## src/rtl/lic_pkg.sv

```systemverilog
package lic_pkg;
  localparam int DBW = 12;
  typedef logic [DBW-1:0] dbnc_t;

  localparam logic [7:0] OFS_LEVEL = 8'h00;
  localparam logic [7:0] OFS_EN    = 8'h04;
  localparam logic [7:0] OFS_POL   = 8'h08;
  localparam logic [7:0] OFS_IEN   = 8'h0C;
  localparam logic [7:0] OFS_RAW   = 8'h10;
  localparam logic [7:0] OFS_PEND  = 8'h14;
  localparam logic [7:0] OFS_ACK   = 8'h18;
  localparam logic [7:0] OFS_ARM   = 8'h1C;
  localparam logic [7:0] OFS_CTRL  = 8'h40;

  // effective tick count: zero behaves as one
  function automatic logic [DBW:0] need_ticks(dbnc_t len);
    return (len == '0) ? {{DBW{1'b0}}, 1'b1} : {1'b0, len};
  endfunction

  // true when the tick now arriving completes the hold
  function automatic logic hold_met(dbnc_t cnt, dbnc_t len);
    return ({1'b0, cnt} + 1'b1) >= need_ticks(len);
  endfunction
endpackage

```

## src/rtl/lic_tick.sv

```systemverilog
module lic_tick #(
  parameter int TICK_CYC = 32000
) (
  input  logic clk,
  input  logic rst_n,
  output logic tick
);
  localparam int CW = $clog2(TICK_CYC + 1);
  localparam logic [CW-1:0] LAST = CW'(TICK_CYC - 1);

  logic [CW-1:0] pre_q;

  assign tick = (pre_q == LAST);

  always_ff @(posedge clk or negedge rst_n) begin
    if (!rst_n)    pre_q <= '0;
    else if (tick) pre_q <= '0;
    else           pre_q <= pre_q + 1'b1;
  end
endmodule

```

## src/rtl/lic_chan.sv

```systemverilog
module lic_chan
  import lic_pkg::*;
(
  input  logic  clk,
  input  logic  rst_n,
  input  logic  tick,
  input  logic  pin,
  input  logic  pol,
  input  logic  arm_wr,
  input  logic  ack_wr,
  input  dbnc_t len,
  output logic  lvl,
  output logic  armed,
  output logic  fire,
  output logic  st
);
  logic  s1_q, s2_q;
  dbnc_t cnt_q;
  logic  active;

  always_ff @(posedge clk or negedge rst_n) begin
    if (!rst_n) begin
      s1_q <= 1'b0;
      s2_q <= 1'b0;
    end else begin
      s1_q <= pin;
      s2_q <= s1_q;
    end
  end

  assign lvl    = s2_q;
  assign active = (s2_q == pol);
  assign fire   = armed && !arm_wr && active && tick && hold_met(cnt_q, len);

  always_ff @(posedge clk or negedge rst_n) begin
    if (!rst_n) begin
      armed <= 1'b0;
      cnt_q <= '0;
    end else if (arm_wr) begin
      armed <= 1'b1;
      cnt_q <= '0;
    end else if (armed) begin
      if (!active) begin
        cnt_q <= '0;
      end else if (fire) begin
        armed <= 1'b0;
        cnt_q <= '0;
      end else if (tick) begin
        cnt_q <= cnt_q + 1'b1;
      end
    end
  end

  always_ff @(posedge clk or negedge rst_n) begin
    if (!rst_n)      st <= 1'b0;
    else if (ack_wr) st <= 1'b0;
    else if (fire)   st <= 1'b1;
  end
endmodule

```

## src/rtl/level_irq_ctrl.sv

```systemverilog
module level_irq_ctrl
  import lic_pkg::*;
#(
  parameter int NCH      = 16,
  parameter int DW       = 16,
  parameter int AW       = 8,
  parameter int TICK_CYC = 32000
) (
  input  logic          clk,
  input  logic          rst_n,
  input  logic [AW-1:0] bus_addr,
  input  logic          bus_we,
  input  logic [DW-1:0] bus_wdata,
  output logic [DW-1:0] bus_rdata,
  input  logic [NCH-1:0] pin_in,
  output logic          irq_out
);
  localparam int IW = (NCH > 1) ? $clog2(NCH) : 1;
  localparam logic [AW-1:0] CBASE = AW'(OFS_CTRL);
  localparam logic [AW:0]   CEND  = (AW+1)'(OFS_CTRL) + (AW+1)'(4 * NCH);

  logic [NCH-1:0] en_q, pol_q, ien_q;
  dbnc_t          len_q [NCH];
  logic [NCH-1:0] lvl_v, armed_v, fire_v, st_v, arm_v, ack_v, pend_v;
  logic           tick;
  logic           ctrl_hit;
  logic [AW-1:0]  ctrl_ofs;
  logic [IW-1:0]  ctrl_idx;

  lic_tick #(.TICK_CYC(TICK_CYC)) u_tick (.clk(clk), .rst_n(rst_n), .tick(tick));

  assign ctrl_hit = ({1'b0, bus_addr} >= {1'b0, CBASE}) && ({1'b0, bus_addr} < CEND);
  assign ctrl_ofs = bus_addr - CBASE;
  assign ctrl_idx = ctrl_ofs[IW+1:2];

  assign arm_v = (bus_we && bus_addr == AW'(OFS_ARM)) ? bus_wdata[NCH-1:0] : '0;
  assign ack_v = (bus_we && bus_addr == AW'(OFS_ACK)) ? bus_wdata[NCH-1:0] : '0;

  always_ff @(posedge clk or negedge rst_n) begin
    if (!rst_n) begin
      en_q  <= '0;
      pol_q <= '0;
      ien_q <= '0;
    end else if (bus_we) begin
      if (bus_addr == AW'(OFS_EN))  en_q  <= bus_wdata[NCH-1:0];
      if (bus_addr == AW'(OFS_POL)) pol_q <= bus_wdata[NCH-1:0];
      if (bus_addr == AW'(OFS_IEN)) ien_q <= bus_wdata[NCH-1:0];
    end
  end

  for (genvar g = 0; g < NCH; g++) begin : g_ch
    always_ff @(posedge clk or negedge rst_n) begin
      if (!rst_n) len_q[g] <= '0;
      else if (bus_we && ctrl_hit && ctrl_idx == IW'(g)) len_q[g] <= bus_wdata[DBW-1:0];
    end

    lic_chan u_chan (
      .clk(clk), .rst_n(rst_n), .tick(tick),
      .pin(pin_in[g]), .pol(pol_q[g]),
      .arm_wr(arm_v[g]), .ack_wr(ack_v[g]), .len(len_q[g]),
      .lvl(lvl_v[g]), .armed(armed_v[g]), .fire(fire_v[g]), .st(st_v[g])
    );
  end

  assign pend_v  = st_v & ien_q;
  assign irq_out = |pend_v;

  always_comb begin
    bus_rdata = '0;
    if (ctrl_hit) begin
      bus_rdata = DW'(len_q[ctrl_idx]);
    end else begin
      case (bus_addr)
        AW'(OFS_LEVEL): bus_rdata = DW'(lvl_v & en_q);
        AW'(OFS_EN):    bus_rdata = DW'(en_q);
        AW'(OFS_POL):   bus_rdata = DW'(pol_q);
        AW'(OFS_IEN):   bus_rdata = DW'(ien_q);
        AW'(OFS_RAW):   bus_rdata = DW'(st_v);
        AW'(OFS_PEND):  bus_rdata = DW'(pend_v);
        AW'(OFS_ARM):   bus_rdata = DW'(armed_v);
        default:        bus_rdata = '0;
      endcase
    end
  end
endmodule

```

## config.mk

```make
export PLATFORM = sky130hd
export DESIGN_NAME = level_irq_ctrl
export DESIGN_NICKNAME = d
export VERILOG_FILES = /design/src/rtl/lic_pkg.sv /design/src/rtl/lic_tick.sv /design/src/rtl/lic_chan.sv /design/src/rtl/level_irq_ctrl.sv
export SDC_FILE = /design/constraint.sdc
export NUM_CORES = 1
export LEC_CHECK = 0
export BUFFER_PORTS_ARGS = -buffer_cell sky130_fd_sc_hd__buf_4
export CORE_MARGIN = 10
export CORE_UTILIZATION = 55
export CTS_CLUSTER_DIAMETER = 40
export DETAILED_ROUTE_END_ITERATION = 7
export MAX_ROUTING_LAYER = met4
export PLACE_DENSITY = 0.71
export SYNTH_ARGS = -nofsm -noshare
export SYNTH_HDL_FRONTEND = slang
export SYNTH_HIERARCHICAL = 1
export SYNTH_SLANG_ARGS = --single-unit
```

## constraint.sdc

```tcl
create_clock -name clk -period 3.25 [get_ports clk]
set_input_delay 0.4875 -clock clk [delete_from_list [all_inputs] [get_ports clk]]
set_output_delay 0.4875 -clock clk [all_outputs]
set_load 0.1 [all_outputs]
```

==> results_dict.tcl, run 1 <==
set metrics [dict create \
    end_kind "output pin" \
    drt-total-wl_um 95600 \
    gp_congestion 1.04 \
    most-common-layout-cells "dfrtp_1, mux2_2, inv_1, ha_1, buf_4" \
    htreeDepth 3 \
    initial_utilization 0.559 \
    seq_area_frac_synth 0.404 \
    finalSetupViolations 1 \
    vias_per_cell 6.51 \
    track_usage 0.281 \
    worst-endpoint-arrival_ps 2780 \
    grt_pass1_vias 26414 \
    row_count 87 \
    finalHoldViolCount 0 \
    yosys_warnings 6 \
    antenna_found_initial 4 \
    vdd_drop_max_v 0.000514 \
    fillers 4257 \
    synthToLayoutAreaGrowth_pct 19.0 \
    total_power_mw 20.0 \
    max_cap_violations 0 \
    dp_cells 3803 \
    cts.sinks 511 \
    drive_above_1_share 0.242 \
    dieWidth_um 260 \
    skew_ps 33.7 \
    synth_edf_count 0 \
    path_max_fanout 26 \
    io_pins 60 \
    leakage_nw 17.1 \
    fin_crit_ps 3260 \
    min_path_type "in -> reg" \
    overflow 0 \
    max_freq_mhz 306 \
    critical_path.most_common_cell "buf_4" \
    core_region_area_um2 56600 \
    crit_type "in -> out" \
    cp_slowest_stage_delay_ps 770 \
    chipHeight_um 260 \
    relSlewSlack 0.348 \
    fin_ws_ps -13.3 \
    clockBufferDepth 3 \
    startpoint_type "input port" \
    drtAntennaViolNets 0 \
    dp_hpwl_um 67000 \
    maxSlewViolCount 0 \
    post_synth.cell_area_avg_um2 10.6 \
    synth_cell_types 72 \
    slowest_stage "nor2b_1" \
    vias 26346 \
    async_flop_share 1.00 \
    layout_commonest_cell "dfrtp_1" \
    dr.pass1.iters 6 \
    synth.ff_latch_count 511 \
    finalNonFillerCells 4044 \
    grt_pass1_wl_um 147000 \
    clk_pin_slew_worst_paths_ps 60 \
    syn_inst 2976 \
    clock_latency_ps 640 \
    status "finished with violations" \
    grt_max_degree 95 \
    io_buffer_count 59 \
    worst_pin_slew_ps 978 \
    cts_tree "yes" \
    dieArea_um2 67500 \
    violations "negative setup slack" \
    ys.flop_type "dfrtp_1" \
    powerDensity_nw_per_um2 532 \
    clock_tree.root_cell "clkbuf_16" \
    final_nets 3462 \
    drtIter0Drc 2519 \
    numCtsBuffers 89 \
    worstPathCellList "buf_4, nor2b_1, a22oi_1, a31oi_1, o211ai_1, buf_4" \
    fin_crit_sh 1.00 \
    syn_area_um2 31600 \
    wire_per_inst_um 23.7 \
    critPathRequiredTime_ps 2760 \
    route.detailed.drc 0 \
    syn_nets 3228 \
]
==> routing by layer <==
| layer | vias to the layer above | global-route usage | wire [um] |
|---|---|---|---|
| li1 | 11740 | - | - |
| met1 | 13263 | 0.352 | 39700 |
| met2 | 1100 | 0.442 | 45400 |
| met3 | 243 | 0.0483 | 6770 |
| met4 | 0 | 0.125 | 3750 |
| met5 | - | - | 0 |
==> state kept, by name (all words and copies together), names as in the netlist <==
name,cells
en_q,16
g_ch.u_chan/armed,16
g_ch.u_chan/cnt_q,192
g_ch.u_chan/lvl,16
g_ch.u_chan/s1_q,16
g_ch.u_chan/st,16
ien_q,16
len_q,192
pol_q,16
u_tick/pre_q,15
==> Yosys cell counts (8+ instances only) <==
library cell | instances | area, um2
dfrtp_1 | 511 | 12800
mux2_2 | 252 | 2840
inv_1 | 212 | 796
ha_1 | 209 | 2620
nor2_1 | 184 | 691
a32o_1 | 147 | 1470
nand2_1 | 147 | 552
xnor2_1 | 118 | 1030
nand3_1 | 115 | 576
nand4_1 | 87 | 544
o21ai_0 | 76 | 380
nor3_1 | 69 | 345
xor2_1 | 66 | 578
and2_1 | 59 | 369
mux2i_1 | 52 | 521
clkbuf_1 | 49 | 184
nor4_1 | 36 | 225
a21oi_1 | 35 | 175
a221oi_1 | 34 | 298
nand2b_1 | 34 | 213
a21o_1 | 33 | 248
or4_1 | 33 | 248
o31a_1 | 32 | 280
buf_2 | 25 | 125
mux4_2 | 25 | 563
a22o_1 | 23 | 201
and3_1 | 22 | 138
a22oi_1 | 20 | 150
and4_1 | 20 | 175
a31o_2 | 19 | 166
nor3b_1 | 17 | 128
or4_4 | 17 | 191
a211oi_2 | 16 | 200
a21oi_4 | 16 | 260
and3b_2 | 16 | 160
o21ba_1 | 16 | 160
o22ai_1 | 16 | 100
a31oi_1 | 15 | 93.8
nand3b_1 | 13 | 97.6
o211ai_1 | 12 | 90.1
a211oi_1 | 8 | 60.1
buf_1 | 8 | 30.0
==> stage by stage <==
step | setup TNS, ps | utilization | setup WS [ps] | hold slack, ps | area (um2)
4_1_cts | 0 | 0.653 | 2.72 | 116 | 37000
6_report | -13.3 | 0.665 | -13.3 | 137 | 37600
3_3_place_gp | 0 | 0.593 | 17.9 | 333 | 33500
5_1_grt | -1310 | 0.665 | -86.7 | 137 | 37600
3_5_place_dp | -377 | 0.593 | -83.0 | 335 | 33500
2_1_floorplan | -655 | - | -218 | 192 | 31700
==> layout make-up <==
type	instances	area, um2	share of cell area
clock buffers	112	2560	0.0680
diodes	5	12.5	0.000333
repair buffers	220	1890	0.0502
well taps	756	946	0.0251
multi-input cells	2175	18000	0.477
clock inverters	52	654	0.0174
flip-flops and latches	511	12800	0.340
inverters	213	800	0.0213
==> worst paths after layout <==
kind	startpoint	to	slack, ps	depth (start not counted)
worst max-delay path	bus_addr[4]	bus_rdata[11]	-10	6
worst min-delay path	bus_wdata[13]	en_q[13]	140	2
worst max register to register	g_ch[6].u_chan/cnt_q[2]	g_ch[6].u_chan/cnt_q[4]	50	10
worst min register to register	g_ch[8].u_chan/s1_q	g_ch[8].u_chan/lvl	340	0
max in group asynchronous	rst_n	u_tick/pre_q[9]	1790	3
min in group asynchronous	rst_n	len_q[100]	410	2
==> critical path, delay by kind of cell <==
kind	cells	cell delay, ps
and+or+nand+nor	1	770
buffers and inverters	2	610
AOI/OAI and AO/OA	3	880
==> report_power, final <==
part / internal (mW) / leakage, nW / total [mW] / switching [mW]
clock: 6.49 / 1.54 / 9.92 / 3.43
combinational: 1.22 / 8.67 / 2.81 / 1.58
sequential: 6.75 / 6.89 / 7.28 / 0.533
==> cell families (layout without fill, tap and decap cells) <==
logic type | after synthesis | after routing | synth area share
xor gates and xnor gates | 184 | 184 | 0.0510
AOI/OAI and AO/OA | 540 | 552 | 0.143
and+or+nand+nor | 901 | 901 | 0.156
muxes | 329 | 329 | 0.124
buffers and inverters | 302 | 597 | 0.0383
adders and majority gates | 209 | 209 | 0.0827
other | 0 | 5 | 0
DFF | 511 | 511 | 0.404
==> repair_timing <==
| action | CTS | global route |
|---|---|---|
| endpoints found under the hold margin | 67 | 0 |
| resized for setup | 1 | 56 |
| pin swaps | 3 | 46 |
| cloned | 0 | 12 |
| buffers inserted | 2 | 41 |
| hold buffers | 17 | 0 |
| endpoints found under the setup margin | 23 | 200 |
No activity file was read; power rests on OpenSTA's default activity.
==> inputs of run 2 (changes only) <==
clock period = 3.95 ns   (was 3.25 ns; I/O delays follow)
==> run 2 against run 1 <==
Compared with the run above:
- the run ends with negative hold slack left
- clock power shrank 19%
- combinational power is 24% lower
- core utilization fell by 2.8 points
- design area shrank 4.2%
- setup slack improved by 350 ps
- via count shrank 3.6%
- critical path depth stayed put
- sequential cell count did not move
- sequential power fell by 18%
==> results_dict.tcl, run 2 (same netlist as run 1, synthesis figures left out) <==
set metrics [dict create \
    clockBufferDepth 3 \
    rsz0062_at_grt "no" \
    finalHoldViolCount 4 \
    top_regs "g_ch.u_chan/cnt_q: 192 flops, len_q: 192 flops" \
    finalNonFillerCells 3893 \
    max_freq_mhz 277 \
    io_pins 60 \
    clk_pin_slew_worst_paths_ps 50 \
    cts.repair.resized 0 \
    io_buffer_count 59 \
    startpoint_type "input port" \
    clock_tree.root_cell "clkbuf_16" \
    drtIter0Drc 2252 \
    overflow 0 \
    fin_crit_sh 0.914 \
    r2r_end "g_ch[2].u_chan/cnt_q[5]" \
    relSlewSlack 0.253 \
    core_region_area_um2 56600 \
    cts.sinks 511 \
    htreeDepth 3 \
    leakage_nw 16.4 \
    vdd_drop_max_v 0.000374 \
    numCtsBuffers 85 \
    cts_setup_buffers 0 \
    end_kind "output pin" \
    grt_pass1_wl_um 147000 \
    chipHeight_um 260 \
    maxSlewViolCount 0 \
    critPathRequiredTime_ps 3360 \
    route.detailed.drc 0 \
    finalSetupViolations 0 \
    max_cap_violations 0 \
    powerDensity_nw_per_um2 448 \
    synthToLayoutAreaGrowth_pct 14.0 \
    dp_cells 3732 \
    timing.hold.ws_ps -11.7 \
    dr.pass1.iters 8 \
    drive_above_1_share 0.195 \
    grt_pass1_vias 25653 \
    layout_commonest_cell "dfrtp_1" \
    crit_type "in -> out" \
    dieWidth_um 260 \
    wire_per_inst_um 23.5 \
    final_nets 3315 \
    grt_max_degree 96 \
    violations "negative hold slack" \
    skew_ps 24.7 \
    dieArea_um2 67500 \
    track_usage 0.281 \
    r2r_cells 11 \
    reg2reg_from "g_ch[2].u_chan/cnt_q[0]" \
    gp_congestion 0.986 \
    min_path_type "in -> async" \
    drt-total-wl_um 91700 \
    worst_pin_slew_ps 1120 \
    most-common-layout-cells "dfrtp_1, mux2_2, inv_1, ha_1, nor2_1" \
    row_count 87 \
    path_max_fanout 47 \
    drtAntennaViolNets 0 \
    clock_latency_ps 640 \
    fin_crit_ps 3610 \
    worst-endpoint-arrival_ps 3020 \
    reg2reg_slack_ps 610 \
    ctsHoldBuffers 0 \
    initial_utilization 0.559 \
    status "finished with violations" \
    vias_per_cell 6.52 \
    cts_tree "yes" \
    dp_hpwl_um 65100 \
    antenna_found_initial 5 \
    vias 25392 \
    tns_ps 0 \
]
[run 2: worst max path at each step]
stage,cells after the start,end,from
2_1_floorplan,7,bus_rdata[1],bus_addr[2]
3_3_place_gp,6,bus_rdata[9],bus_addr[2]
3_5_place_dp,6,bus_rdata[9],bus_addr[2]
4_1_cts,6,bus_rdata[9],bus_addr[2]
5_1_grt,7,bus_rdata[9],bus_addr[2]
6_report,6,bus_rdata[9],bus_addr[2]
[run 2: critical path, cell delays in order]
cell	delay [ps]
buf_4	570
mux4_2	630
a22o_1	260
a41oi_1	270
o211ai_1	320
buf_4	350
[run 2: power breakdown]
group / total (mW) / internal [mW] / switching (mW) / leakage [nW]
combinational: 2.13 / 0.943 / 1.19 / 7.96
clock: 8.00 / 5.22 / 2.78 / 1.51
sequential: 6.00 / 5.55 / 0.451 / 6.91
[run 2: cell type report]
cell class / count / area [um2]
multi-input cells: 2163 / 17600
repair buffers: 89 / 763
clock inverters: 54 / 749
flip-flops and latches: 511 / 12800
well taps: 756 / 946
fillers: 4386 / 20600
clock buffers: 102 / 2360
diodes: 5 / 12.5
inverters: 213 / 800
[run 2: per-layer routing]
layer	track usage	wire [um]
met4	0.122	3700
met1	0.355	38900
met5	-	0
met3	0.0517	6190
met2	0.436	42900
[run 2: stage by stage]
step	util	hold slack, ps	cell area [um2]	total power, mW	setup WS, ps
global placement	0.582	331	32900	8.08	465
floorplan	-	297	31600	7.38	126
detailed placement	0.582	336	32900	8.17	447
CTS	0.637	10.2	36000	16.2	445
finish	0.637	-11.7	36100	16.1	339
global route	0.637	31.9	36100	16.7	239
